<file path="src/rtl/operand_shifter.sv">
module operand_shifter #(
  parameter int W     = 32,
  parameter int IMM_W = 5,
  parameter int CNT_W = 8
) (
  input  logic [W-1:0]     opnd,
  input  logic [2:0]       kind,
  input  logic             cnt_sel,
  input  logic [IMM_W-1:0] cnt_imm,
  input  logic [CNT_W-1:0] cnt_reg,
  input  logic             c_in,
  output logic [W-1:0]     res,
  output logic             c_out
);
  localparam int RW = $clog2(W);
  localparam int EW = 2*W + 2;
  localparam logic [CNT_W-1:0] SAT = CNT_W'(W + 1);
  localparam logic [2:0] K_LSL = 3'd0;
  localparam logic [2:0] K_LSR = 3'd1;
  localparam logic [2:0] K_ASR = 3'd2;
  localparam logic [2:0] K_ROR = 3'd3;
  localparam logic [2:0] K_RRX = 3'd4;

  logic [CNT_W-1:0] cnt, cnt_sat;
  logic [W-1:0]     opnd_rev, src, sh_res, sh_rev, rot;
  logic [EW-1:0]    ext;
  logic [W:0]       sh;
  logic             fill;
  logic [W-1:0]     stage [RW+1];

  assign cnt     = cnt_sel ? cnt_reg : CNT_W'(cnt_imm);
  assign cnt_sat = (cnt > SAT) ? SAT : cnt;

  for (genvar i = 0; i < W; i++) begin : g_rev
    assign opnd_rev[i] = opnd[W-1-i];
    assign sh_rev[i]   = sh_res[W-1-i];
  end

  assign src    = (kind == K_LSL) ? opnd_rev : opnd;
  assign fill   = (kind == K_ASR) & opnd[W-1];
  assign ext    = {{(W+1){fill}}, src, 1'b0};
  assign sh     = (W+1)'(ext >> cnt_sat);
  assign sh_res = sh[W:1];

  assign stage[0] = opnd;
  for (genvar s = 0; s < RW; s++) begin : g_rot
    localparam int D = 1 << s;
    assign stage[s+1] = cnt[s] ? {stage[s][D-1:0], stage[s][W-1:D]} : stage[s];
  end
  assign rot = stage[RW];

  always_comb begin
    res   = opnd;
    c_out = c_in;
    if (kind == K_RRX) begin
      res   = {c_in, opnd[W-1:1]};
      c_out = opnd[0];
    end else if (cnt != '0) begin
      case (kind)
        K_LSL:        begin res = sh_rev; c_out = sh[0]; end
        K_LSR, K_ASR: begin res = sh_res; c_out = sh[0]; end
        K_ROR:        begin res = rot;    c_out = rot[W-1]; end
        default:      ;
      endcase
    end
  end

  always_comb begin
    a_r2_zero_count: assert (!(cnt == '0 && kind <= K_ROR) || (res == opnd && c_out == c_in))
      else $error("R2 zero count altered data or carry");
    a_r5_sign_kept: assert (kind != K_ASR || res[W-1] == opnd[W-1])
      else $error("R5 arithmetic shift lost sign");
    a_r6_far_zero: assert (!((kind == K_LSL || kind == K_LSR) && cnt > CNT_W'(W)) || (res == '0 && !c_out))
      else $error("R6 long logical shift not zero");
    a_r8_rot_ones: assert (kind != K_ROR || $countones(res) == $countones(opnd))
      else $error("R8 rotate changed population");
    a_r9_rrx_carry: assert (kind != K_RRX || (c_out == opnd[0] && res[W-1] == c_in))
      else $error("R9 rotate through carry wrong");
    a_r10_spare: assert (kind <= K_RRX || (res == opnd && c_out == c_in))
      else $error("R10 spare code not pass-through");
  end
endmodule

</file>
<file path="config.mk">
export PLATFORM = sky130hd
export DESIGN_NAME = operand_shifter
export DESIGN_NICKNAME = d
export VERILOG_FILES = /design/src/rtl/operand_shifter.sv
export SDC_FILE = /design/constraint.sdc
export NUM_CORES = 1
export LEC_CHECK = 0
export CORE_MARGIN = 3
export CORE_UTILIZATION = 25
export DETAILED_ROUTE_END_ITERATION = 16
export SLEW_MARGIN = 40
export SYNTH_ARGS = -nofsm -noshare
export SYNTH_HDL_FRONTEND = slang
export SYNTH_SLANG_ARGS = --single-unit
</file>
<file path="constraint.sdc">
create_clock -name vclk -period 5.98
set_input_delay 0.897 -clock vclk [all_inputs]
set_output_delay 0.897 -clock vclk [all_outputs]
set_load 0.1 [all_outputs]
</file>
==> load_flow_metrics.sql <==
INSERT INTO impl_metrics (metric_group, metric, value, unit) VALUES
('job', 'drv_cap', '0', ''),
('clock_network', 'cts_repair_resize_count', '0', ''),
('grt', 'grt_remaining_overflow', '0', ''),
('sta', 'max_clock_freq', '174', 'MHz'),
('detailed_routing', 'first_pass_iters', '6', ''),
('detailed_routing', 'drt_wl_total', '38100', 'µm'),
('worst_setup_path', 'start_kind', 'primary input', ''),
('synth', 'synth.yosys.seq_area_share', '0', '%'),
('worst_setup_path', 'worst-path-max-fanout', '15', ''),
('floorplan', 'core.rowCount', '59', ''),
('floorplan', 'core_area', '26500', 'µm²'),
('worst_setup_path', 'cp_cell_sequence', 'clkdlybuf4s50_1 -> buf_4 -> mux2i_4 -> buf_4 -> mux2_2 -> a2bb2o_1 -> a221o_1 -> mux2i_1 -> mux2i_1 -> o21ai_1 -> a221oi_1 -> a31oi_1 -> buf_12', ''),
('worst_setup_path', 'crit_path_end_kind', 'output port', ''),
('detailed_routing', 'routedWlPerCell', '28.9', 'µm'),
('placement', 'port-buffer-count', '83', ''),
('final_layout', 'area_delta_synth_final', '25.1', '%'),
('final_layout', 'drive_gt1_share', '21.3', '%'),
('sta', 'setup_viols_final', '0', ''),
('floorplan', 'dieWidth', '171', 'µm'),
('synth', 'synth.distinct_cells', '78', ''),
('final_layout', 'flops_and_latches', '0', ''),
('grt', 'grt_pass1_wl', '55900', 'µm'),
('synth', 'yosys_warnings', '0', ''),
('detailed_routing', 'detailedRoute.firstIterationViolations', '1164', ''),
('clock_network', 'post_cts_buffers', '0', ''),
('grt', 'largest_net_degree_at_the_start_of_global_routing', '57', ''),
('placement', 'place.detailed.hpwl', '29400', 'µm'),
('power_and_ir_drop', 'p_leak', '3.45', 'nW'),
('grt', 'first_global_vias', '8378', ''),
('sta', 'rsz0062_at_grt', 'false', ''),
('synth', 'ys_top_cells_by_area', 'mux2i_1 (21%), mux4_2 (11%), nand2_1 (6.6%)', ''),
('synth', 'yosys.area.top_type_share', '20.6', '%'),
('sta', 'hold_viol_final', '0', ''),
('clock_network', 'postCtsHoldBufs', '0', ''),
('detailed_routing', 'route.vias.total', '8775', ''),
('placement', 'number_of_placed_instances_with_taps_included', '1320', ''),
('final_layout', 'final-instance-count-excl-fill', '1320', ''),
('grt', 'groute.usage.overall', '25.1', '%'),
('floorplan', 'top_level_ports', '83', ''),
('floorplan', 'dieArea', '29400', 'µm²'),
('sta', 'tightest_slew', '916', 'ps'),
('sta', 'final_max_tran_viols', '0', ''),
('placement', 'gp_routability_congestion', '1.09', ''),
('detailed_routing', 'drt.antenna.violating_nets', '0', ''),
('synth', 'synthesis.nets', '992', ''),
('grt', 'antenna_found_initial', '1', ''),
('status', 'outcome', 'finished, final reports clean', ''),
('sta', 'worst_slew_margin_rel', '38.8', '%'),
('final_layout', 'clkbuf_count', '0', ''),
('synth', 'mappedNetlistArea', '6840', 'µm²'),
('worst_setup_path', 'slowest_stage', 'mux2i_4', ''),
('final_layout', 'register_area', '0', 'µm²'),
('final_layout', 'antennaDiodeCount', '0', ''),
('floorplan', 'chipHeight', '171', 'µm'),
('floorplan', 'initial_utilization', '25.8', '%'),
('power_and_ir_drop', 'power_per_cell_area', '145', 'nW/µm²'),
('sta', 'minimum_clock_period_after_layout', '5730', 'ps'),
('final_layout', 'finalNetCount', '1037', ''),
('detailed_routing', 'detail_route.vias_per_cell', '6.65', ''),
('worst_hold_path', 'worst_hold_path_type', 'in2out', ''),
('synth', 'synth.avg_cell_area', '7.26', 'µm²'),
('synth', 'netlist.top_cell.by_area', 'mux2i_1', ''),
('worst_setup_path', 'timing.critical_path.arrival', '4840', 'ps'),
('synth', 'commonest_cells_post_synth', 'mux2i_1 (141), nand2_1 (121), nor2_1 (58)', ''),
('sta', 'timing.final.crit_share', '95.9', '%'),
('sta', 'finalHoldWorstSlack', '2690', 'ps'),
('worst_setup_path', 'max_stage_delay', '620', 'ps'),
('synth', 'synth.most_common_cell', 'mux2i_1', ''),
('power_and_ir_drop', 'worst_ir_drop_on_vdd', '0.0467', 'mV'),
('synth', 'syn_inst', '942', ''),
('worst_setup_path', 'critical_path_required', '5080', 'ps'),
('sta', 'tns', '0', 'ps'),
('worst_setup_path', 'worst-setup-path-type', 'in2out', ''),
('detailed_routing', 'drcViolationCount', '0', '');
-- layer usage --
layer | track usage [%] | part of all wire [%]
met3 | 4.60 | 10
met4 | 13.4 | 7.0
met2 | 39.2 | 43
met1 | 32.8 | 40
met5 | 0 | 0.034
-- path summary, 6_finish.rpt --
| kind | start | to | slack (ps) | depth (start not counted) |
|---|---|---|---|---|
| worst max-delay path | cnt_sel | res[10] | 250 | 13 |
| worst min-delay path | c_in | res[31] | 2690 | 4 |
-- metrics by stage --
step           instance area (µm²)  setup WS (ps)  power (mW)  util [%]
2_1_floorplan                 6850           20.6       0.785         -
5_1_grt                       8550            156        1.30      32.3
3_3_place_gp                  8550            368        1.22      32.3
4_1_cts                       8550            366        1.22      32.3
3_5_place_dp                  8550            373        1.21      32.3
6_report                      8550            246        1.24      32.3
-- placed cells by master, fill, tap and decap left out, types with 8 or more instances in the layout --
master           instances
a211oi_1                24
nand2_1                120
clkdlybuf4s50_1         50
mux4_2                  34
nor2_1                  56
a31oi_1                 28
buf_4                   79
mux2_2                  14
a221o_1                 12
mux2i_1                138
a221oi_1                22
buf_12                  36
a2bb2oi_1               10
o22ai_1                 20
o221ai_1                10
o211ai_1                17
o21ai_0                 46
a211o_1                 11
nand3_1                  9
inv_1                   13
or3_1                    8
and2_1                   8
a21o_1                  11
nor3_1                  26
a21oi_1                 52
-- final cells by class --
cell class,instances,area [µm²]
Inverter,13,48.8
Timing Repair Buffer,165,1810
Tap cell,335,419
Multi-Input combinational cell,807,6270
Fill cell,2806,17900
-- kinds of logic (layout without fill, tap and decap cells) --
kind of cell / count (synthesis) / count (layout) / share of synthesized area (%)
buffers and inverters: 135 / 178 / 9.57
AOI/OAI and AO/OA: 345 / 345 / 37.1
and+or+nand+nor: 268 / 268 / 17.9
muxes: 193 / 193 / 35.4
xor gates and xnor gates: 1 / 1 / 0.128
-- where the power goes --
part / total (mW) / switching, mW / internal, mW
Clock: 0 / 0 / 0
Sequential: 0 / 0 / 0
Combinational: 1.24 / 0.789 / 0.454
-- critical path, delay by kind of cell --
family                 cells  cell delay (ps)
AOI/OAI and AO/OA          5             1370
buffers and inverters      4             1400
muxes                      4             1160
Power figures use the tool's default switching activity.
